--- src/rtl/seg_xlate_pkg.sv ---
package seg_xlate_pkg;

  // Strobes from the control module to the datapath.
  typedef struct packed {
    logic loadRsp;     // capture a translation result
    logic clearRsp;    // drive idle response values
    logic latchFault;  // record the faulting virtual address
  } segStrobe_t;

endpackage

--- src/rtl/seg_table.sv ---
module seg_table #(
  parameter int SEG_BITS   = 2,
  parameter int PA_BITS    = 16,
  parameter int LIMIT_BITS = 13
) (
  input  logic                  clk,
  input  logic                  rstN,
  input  logic                  wrEn,
  input  logic [SEG_BITS-1:0]   wrIdx,
  input  logic [PA_BITS-1:0]    wrBase,
  input  logic [LIMIT_BITS-1:0] wrLimit,
  input  logic                  wrValid,
  input  logic [SEG_BITS-1:0]   rdIdx,
  output logic [PA_BITS-1:0]    rdBase,
  output logic [LIMIT_BITS-1:0] rdLimit,
  output logic                  rdValid
);
  localparam int NUM_SEG = 1 << SEG_BITS;

  logic [PA_BITS-1:0]    baseQ  [NUM_SEG];
  logic [LIMIT_BITS-1:0] limitQ [NUM_SEG];
  logic [NUM_SEG-1:0]    validQ;

  for (genvar e = 0; e < NUM_SEG; e++) begin : gEntry
    logic hitWr;
    assign hitWr = wrEn && (wrIdx == SEG_BITS'(e));
    always_ff @(posedge clk) begin
      if (!rstN) begin
        baseQ[e]  <= '0;
        limitQ[e] <= '0;
        validQ[e] <= 1'b0;
      end else if (hitWr) begin
        baseQ[e]  <= wrBase;
        limitQ[e] <= wrLimit;
        validQ[e] <= wrValid;
      end
    end
  end

  // The read is combinational, so a same-cycle write is not yet visible.
  assign rdBase  = baseQ[rdIdx];
  assign rdLimit = limitQ[rdIdx];
  assign rdValid = validQ[rdIdx];


  wr_valid_takes_chk: assert property (@(posedge clk) disable iff (!rstN)
    wrEn |=> (validQ[$past(wrIdx)] == $past(wrValid)));


  wr_limit_takes_chk: assert property (@(posedge clk) disable iff (!rstN)
    wrEn |=> (limitQ[$past(wrIdx)] == $past(wrLimit)));

endmodule

--- src/rtl/seg_ctrl.sv ---
module seg_ctrl
  import seg_xlate_pkg::*;
(
  input  logic       clk,
  input  logic       rstN,
  input  logic       reqValid,
  input  logic       xlateFault,
  output segStrobe_t strobe,
  output logic       rspValid
);
  always_comb begin
    strobe            = '0;
    strobe.loadRsp    = reqValid;
    strobe.clearRsp   = !reqValid;
    strobe.latchFault = reqValid && xlateFault;
  end

  always_ff @(posedge clk) begin
    if (!rstN) rspValid <= 1'b0;
    else       rspValid <= reqValid;
  end


  rsp_follows_req_chk: assert property (@(posedge clk) disable iff (!rstN)
    reqValid |=> rspValid);


  no_spurious_rsp_chk: assert property (@(posedge clk) disable iff (!rstN)
    !reqValid |=> !rspValid);


  strobe_exclusive_chk: assert property (@(posedge clk) disable iff (!rstN)
    $onehot0({strobe.loadRsp, strobe.clearRsp}));

endmodule

--- src/rtl/seg_datapath.sv ---
module seg_datapath
  import seg_xlate_pkg::*;
#(
  parameter int SEG_BITS   = 2,
  parameter int OFF_BITS   = 12,
  parameter int PA_BITS    = 16,
  parameter int LIMIT_BITS = OFF_BITS + 1,
  parameter int VA_BITS    = SEG_BITS + OFF_BITS
) (
  input  logic                  clk,
  input  logic                  rstN,
  input  segStrobe_t            strobe,
  input  logic [VA_BITS-1:0]    reqVa,
  input  logic [PA_BITS-1:0]    entBase,
  input  logic [LIMIT_BITS-1:0] entLimit,
  input  logic                  entValid,
  output logic [SEG_BITS-1:0]   segIdx,
  output logic                  xlateFault,
  output logic [PA_BITS-1:0]    rspPa,
  output logic                  rspFault,
  output logic [VA_BITS-1:0]    faultVa
);
  localparam int PAD_BITS  = PA_BITS - OFF_BITS;
  localparam int LPAD_BITS = LIMIT_BITS - OFF_BITS;

  logic [OFF_BITS-1:0] offset;
  logic [PA_BITS-1:0]  sumPa;
  logic                inRange;

  assign segIdx = reqVa[VA_BITS-1 -: SEG_BITS];
  assign offset = reqVa[OFF_BITS-1:0];

  // Add and compare side by side; neither waits on the other.
  assign sumPa      = entBase + {{PAD_BITS{1'b0}}, offset};
  assign inRange    = {{LPAD_BITS{1'b0}}, offset} < entLimit;
  assign xlateFault = !entValid || !inRange;

  always_ff @(posedge clk) begin
    if (!rstN) begin
      rspPa    <= '0;
      rspFault <= 1'b0;
    end else if (strobe.loadRsp) begin
      rspPa    <= xlateFault ? '0 : sumPa;
      rspFault <= xlateFault;
    end else if (strobe.clearRsp) begin
      rspPa    <= '0;
      rspFault <= 1'b0;
    end
  end

  always_ff @(posedge clk) begin
    if (!rstN)                  faultVa <= '0;
    else if (strobe.latchFault) faultVa <= reqVa;
  end


  fault_zero_pa_chk: assert property (@(posedge clk) disable iff (!rstN)
    rspFault |-> (rspPa == '0));


  invalid_seg_faults_chk: assert property (@(posedge clk) disable iff (!rstN)
    (strobe.loadRsp && !entValid) |=> rspFault);


  over_limit_faults_chk: assert property (@(posedge clk) disable iff (!rstN)
    (strobe.loadRsp && ({{LPAD_BITS{1'b0}}, offset} >= entLimit)) |=> rspFault);


  fault_va_capture_chk: assert property (@(posedge clk) disable iff (!rstN)
    $rose(rspFault) |-> (faultVa == $past(reqVa)));


  fault_va_hold_chk: assert property (@(posedge clk) disable iff (!rstN)
    !rspFault |-> $stable(faultVa));


  idle_outputs_chk: assert property (@(posedge clk) disable iff (!rstN)
    strobe.clearRsp |=> (!rspFault && rspPa == '0));

endmodule

--- src/rtl/seg_xlate_unit.sv ---
module seg_xlate_unit
  import seg_xlate_pkg::*;
#(
  parameter int SEG_BITS   = 2,
  parameter int OFF_BITS   = 12,
  parameter int PA_BITS    = 16,
  parameter int VA_BITS    = SEG_BITS + OFF_BITS,
  parameter int LIMIT_BITS = OFF_BITS + 1
) (
  input  logic                  clk,
  input  logic                  rstN,
  input  logic                  tblWrEn,
  input  logic [SEG_BITS-1:0]   tblWrIdx,
  input  logic [PA_BITS-1:0]    tblWrBase,
  input  logic [LIMIT_BITS-1:0] tblWrLimit,
  input  logic                  tblWrValid,
  input  logic                  reqValid,
  input  logic [VA_BITS-1:0]    reqVa,
  output logic                  rspValid,
  output logic [PA_BITS-1:0]    rspPa,
  output logic                  rspFault,
  output logic [VA_BITS-1:0]    faultVa
);
  segStrobe_t            strobe;
  logic [SEG_BITS-1:0]   segIdx;
  logic [PA_BITS-1:0]    entBase;
  logic [LIMIT_BITS-1:0] entLimit;
  logic                  entValid;
  logic                  xlateFault;

  seg_table #(.SEG_BITS(SEG_BITS), .PA_BITS(PA_BITS), .LIMIT_BITS(LIMIT_BITS)) uTable (
    .clk(clk), .rstN(rstN),
    .wrEn(tblWrEn), .wrIdx(tblWrIdx), .wrBase(tblWrBase),
    .wrLimit(tblWrLimit), .wrValid(tblWrValid),
    .rdIdx(segIdx), .rdBase(entBase), .rdLimit(entLimit), .rdValid(entValid)
  );

  seg_ctrl uCtrl (
    .clk(clk), .rstN(rstN), .reqValid(reqValid), .xlateFault(xlateFault),
    .strobe(strobe), .rspValid(rspValid)
  );

  seg_datapath #(.SEG_BITS(SEG_BITS), .OFF_BITS(OFF_BITS), .PA_BITS(PA_BITS),
                 .LIMIT_BITS(LIMIT_BITS), .VA_BITS(VA_BITS)) uPath (
    .clk(clk), .rstN(rstN), .strobe(strobe), .reqVa(reqVa),
    .entBase(entBase), .entLimit(entLimit), .entValid(entValid),
    .segIdx(segIdx), .xlateFault(xlateFault),
    .rspPa(rspPa), .rspFault(rspFault), .faultVa(faultVa)
  );

endmodule

--- config.mk ---
export PLATFORM = sky130hd
export DESIGN_NAME = seg_xlate_unit
export DESIGN_NICKNAME = d
export VERILOG_FILES = /design/src/rtl/seg_xlate_pkg.sv /design/src/rtl/seg_table.sv /design/src/rtl/seg_ctrl.sv /design/src/rtl/seg_datapath.sv /design/src/rtl/seg_xlate_unit.sv
export SDC_FILE = /design/constraint.sdc
export NUM_CORES = 1
export LEC_CHECK = 0
export BUFFER_PORTS_ARGS = -buffer_cell sky130_fd_sc_hd__buf_2
export CAP_MARGIN = 20
export CORE_MARGIN = 5
export CORE_UTILIZATION = 45
export DETAILED_ROUTE_END_ITERATION = 16
export GPL_ROUTABILITY_DRIVEN = 0
export GPL_TIMING_DRIVEN = 0
export SKIP_LAST_GASP = 1
export SYNTH_ARGS = -nofsm -noshare
export SYNTH_HDL_FRONTEND = slang
export SYNTH_SLANG_ARGS = --single-unit
--- constraint.sdc ---
create_clock -name clk -period 8.2 [get_ports clk]
set_input_delay 2.05 -clock clk [delete_from_list [all_inputs] [get_ports clk]]
set_output_delay 2.05 -clock clk [all_outputs]
set_load 0.02 [all_outputs]
# == Yosys cells after proc, flatten, opt, wreduce, memory -nomap -nowiden ==
# Memory sizes are Yosys's and may differ from the RTL's.
# Index checks and enable logic that the tools add are counted.
# op_classes
n_bitwise,10
n_eq_ne,3
order_cmp,2
mux,23
reduce_logical,11
add_sub_neg,1
# ops
op,n
$mux W16,4
$mux W13,4
$add A16 B12 Y16,1
$mux W1,14
$lt A12 B13 Y1,1
$or A1 B1 Y1,8
$logic_and A1 B1 Y1,5
$eq A2 B2 Y1 const B,2
$lt A2 B3 Y1 const B,1
$reduce_or A3 Y1,1
$bmux W1 S2,1
$eq A2 B1 Y1 const B,1
$logic_not A1 Y1,2
$logic_not A2 Y1,1
$not A1 Y1,2
$reduce_and A2 Y1,1
$logic_or A1 B1 Y1,1
# word_totals
input_bits,50
ram_bits,116
out_inout_bits,32
regBits,36
word_cells,60
mem_count,2
# mem_list
memory,words,word_bits,rd,rd_clocked_by_memory_dff,write_ports,line,source
uTable.baseQ,4,16,1,0,4,seg_table.sv:20,logic [PA_BITS-1:0] baseQ [NUM_SEG];
uTable.limitQ,4,13,1,0,4,seg_table.sv:21,logic [LIMIT_BITS-1:0] limitQ [NUM_SEG];

# == Longest topological paths before layout ==
# logic_depth
ltp_word,6
mapped_depth,14
mapped_depth_nobuf,10

# == Hierarchy ==
# A second synthesis with hierarchy kept.
# unflattened
hier_cells,591
area_unflattened_um2,7279.5
# modules_own_cells
module,instances,area_per_inst_um2,cells_each,seq_area_each_um2
seg_table,1,5109.9,342,3563.4
seg_datapath,1,2125.8,244,620.6
seg_ctrl,1,43.8,5,20.0

# == Worst setup path after synthesis ==
# OpenSTA, ideal clock, no wires.
# synth_timing
kind,input -> register
start,in reqVa[12]
end,reg uPath.rspPa[13]
arrival_ns,5.119
cell_stages,11
setup_ns,0.070
path_slack_ns,3.011
path_buffers,3
required_ns,8.130
cell_sequence,buf_6 -> buf_2 -> buf_1 -> mux4_2 -> ha_1 -> o21ai_0 -> nor2_1 -> o311ai_0 -> a21oi_1 -> mux2_2 -> a21oi_1
# synth_between
elab_chain_len,5
word_cells_on_any_way,10
classes_between,add/sub: 1; order compare: 1; mux: 2; reduce/logical: 4; memory: 2
# synth_rtl
item,line,source
from (decl),seg_xlate_unit.sv:18,"input logic [VA_BITS-1:0] reqVa,"
$mem_v2 Z4 W13 / $bmux W1 S2 (equally long branches),--,
$lt A12 B13 Y1 / $mux W1 (equally long branches),"seg_datapath.sv:35, seg_table.sv:43",
$logic_not A1 Y1,seg_datapath.sv:36,assign xlateFault = !entValid || !inRange;
$logic_or A1 B1 Y1,seg_datapath.sv:36,
$reduce_or A3 Y1 (no source line),--,
to (signal assigned),seg_datapath.sv:43,rspPa <= xlateFault ? '0 : sumPa;
to (decl),seg_datapath.sv:19,"output logic [PA_BITS-1:0] rspPa,"
# Parallel ways exist; a longest one is shown, timed or not. The select of a mux whose other input is x is not followed.
# A chain may end at the register's enable or synchronous reset.

# == Final worst setup path ==
# Ends and elaborated chain as after synthesis.

==> run_results.csv <==
group,metric,value,unit
status,status,"finished, final reports clean",
yosys,avgSynthCellArea,13.1,um^2
drt,wl,16100,um
power_and_ir_drop,swShare,0.238,
power_and_ir_drop,peakVddDrop,157,uV
worst_hold_path,worstHoldPathType,"register to register",
global_routing,met1_usage,0.235,
cts,cts_tree,"done",
drt,drcViolationCount,0,
drt,routed_via_density,5.14,
drt,drt_first_pass_iters,4,
drt,drt-initial-drc-count,189,
power_and_ir_drop,pwr-share-seq,0.466,
sta,slew_viol_final,0,
sta,min_period,5.55,ns
cts,clkTransAtPathRegs,0.06,ns
drt,final_antenna_net_count,0,
sta,final-hold-violation-count,0,
yosys,netlist.area_leader.share,0.487,
cells_and_area,nets,720,
yosys,synth_warnings,0,
sta,rsz0062_at_grt,"no",
cts,hold_buffers,0,
power_and_ir_drop,power_density,226,nW/um^2
cts,clock_path_buffers,2,
yosys,syn-instance-count,546,
yosys,syn-num-nets,620,
cts,post_cts_resized,0,
sta,clock_skew,0.00759,ns
yosys,async_flop_share,0,
power_and_ir_drop,internal_power,0.00146,W
sta,timing.setup.tns,0,ns
placed_design,place_hpwl,11300,um
cts,clock-sinks,152,
sta,slew-limit-headroom,0.384,
global_routing,grt_antenna_before_repair,0,
drt,vias,4506,
global_routing,grt_max_degree,30,
cells_and_area,fin_area,8460,um^2
global_routing,grtUsageMet2,0.312,
cts,cts_buffers,17,
floorplan,row_count,46,
placed_design,dpl_cell_area,7870,um^2
yosys,synth.cell_area,7160,um^2
yosys,synth.area.top_cells,"edfxtp_1 49%, and2_1 10%, dfxtp_1 10%",
placed_design,post-place-cells,843,
sta,fmax,180,MHz
yosys,synth_edf_count,116,
yosys,synth-seq-cells,152,
cells_and_area,syn2layout_area_growth,18.1,%
global_routing,first_global_vias,4727,
global_routing,grt.total_usage,0.185,
sta,max_slew.worst_pin.slew,0.925,ns
global_routing,grt_pass1_wl,25300,um
setup_path,arrival,5.90,ns
global_routing,busiest_layer,"met2",
run,cap_violations,0,
power_and_ir_drop,clkPwrFrac,0.406,
setup_path,cp-start-kind,"input pin",
yosys,synth_flop_cell,"edfxtp_1",
power_and_ir_drop,power.share.combinational,0.128,
placed_design,io_buffer_count,80,
cells_and_area,final_cell_mix,"119 x and2_1, 116 x edfxtp_1, 83 x buf_2",
cts,htree_levels,4,
sta,setup_viol,0,
yosys,yosys.cell_types.count,45,
power_and_ir_drop,p_switching,0.000456,W
setup_path,crit_type,"input pin to register",
setup_path,cp_max_fo,10,
floorplan,start_util,0.454,
floorplan,die_h,136,um
cells_and_area,final_common_cell,"and2_1",
floorplan,core,15800,um^2
global_routing,grt_overflow_total,0,
floorplan,design.portCount,82,
global_routing,use_met3,0.0433,
setup_path,cp.required,8.55,ns
cts,root_buffer,"clkbuf_16",
cells_and_area,final_cells,876,
floorplan,fp.dieW,136,um
yosys,synth-seq-area-share,0.587,
floorplan,dieArea,18500,um^2
power_and_ir_drop,power.leakage,3.36,nW
sta,period_share,0.677,
setup_path,critPathCaptureType,"register",
drt,routedWlPerCell,18.4,um
cts,cts_setup_buffers,0,
yosys,synth_area_leader_cell,"edfxtp_1",
cells_and_area,layout-drive-gt1-share,0.235,
cts,insertion_delay,0.42,ns
==> metrics by stage <==
step | util | setup WS, ns | total power (W) | hold WS (ns)
2_1_floorplan | - | 3.01 | 0.00107 | 0.442
3_3_place_gp | 0.496 | 1.60 | 0.00115 | 0.440
3_5_place_dp | 0.499 | 2.21 | 0.00116 | 0.443
4_1_cts | 0.536 | 2.65 | 0.00193 | 0.456
5_1_grt | 0.536 | 2.36 | 0.00200 | 0.481
6_report | 0.536 | 2.65 | 0.00191 | 0.453
==> state kept, by name, summed over array words and instances (netlist names) <==
| register | cells |
|---|---|
| uCtrl.rspValid | 1 |
| uPath.faultVa | 14 |
| uPath.rspFault | 1 |
| uPath.rspPa | 16 |
| uTable.baseQ | 64 |
| uTable.limitQ | 52 |
| uTable.validQ | 4 |
==> kinds of logic (layout without fill, tap and decap cells) <==
kind of cell	after synthesis	in the layout	synth area share
buffers and inverters	45	158	0.0285
and+or+nand+nor	221	221	0.169
other	0	1	0
adders and majority gates	24	24	0.0430
muxes	46	46	0.115
DFF	152	152	0.587
xor gates and xnor gates	9	9	0.0110
AOI/OAI and AO/OA	49	49	0.0455
==> power groups by stage <==
stage / logic [W] / clock network, W / registers [W]
floorplan: 0.000161 / 0 / 0.000913
global placement: 0.000240 / 0 / 0.000908
detailed placement: 0.000247 / 0 / 0.000909
CTS: 0.000247 / 0.000787 / 0.000893
global route: 0.000272 / 0.000826 / 0.000897
finish: 0.000245 / 0.000777 / 0.000892
==> routing by layer <==
metal	vias up	routed length (um)
met4	0	283
met2	104	8040
li1	2172	-
met5	-	0
met1	2208	6870
met3	22	910
==> critical path: stages <==
cell,delay (ns)
buf_6,0.10
buf_2,0.34
buf_1,0.74
mux4_2,0.67
ha_1,0.36
o21ai_0,0.19
nor2_1,0.10
o311ai_0,0.62
a21oi_1,0.25
mux2_2,0.33
a21oi_1,0.14
==> worst paths after layout <==
kind,cells after the start,slack (ns),to,startpoint
setup reg to reg,8,5.22,uPath.rspPa[13],uTable.baseQ[2][1]
hold reg to reg,2,0.45,uPath.faultVa[7],uPath.faultVa[7]
setup / recovery,11,2.65,uPath.rspPa[13],reqVa[12]
hold / removal,2,0.45,uPath.faultVa[7],uPath.faultVa[7]
==> area by class of cell <==
cell class	instances	area [um^2]
well taps	216	270
repair buffers	81	420
diodes	1	2.50
clock buffers	18	429
fillers	1429	7310
clock inverters	14	158
plain buffers	28	140
multi-input cells	349	2770
flip-flops and latches	152	4200
inverters	17	63.8
==> Yosys cell counts (2+ instances only) <==
cell and n:
and2_1 119, edfxtp_1 116, nand2_1 46, dfxtp_1 36, mux4_2 29, nor2_1 24, ha_1 23, clkbuf_1 19
inv_1 17, mux2i_1 15, a21oi_1 14, o21ai_0 9, nand3_1 7, xnor2_1 6, a211oi_1 5, a21o_1 5
nand4_1 5, nor3_1 4, a32o_1 3, and3_1 3, buf_1 3, buf_2 3, nor3b_1 3, o21a_1 3
xor2_1 3, a31oi_1 2, buf_6 2, mux2_2 2, nand3b_1 2, nor2b_1 2, or3_1 2
(Power assumes the default switching activity.)
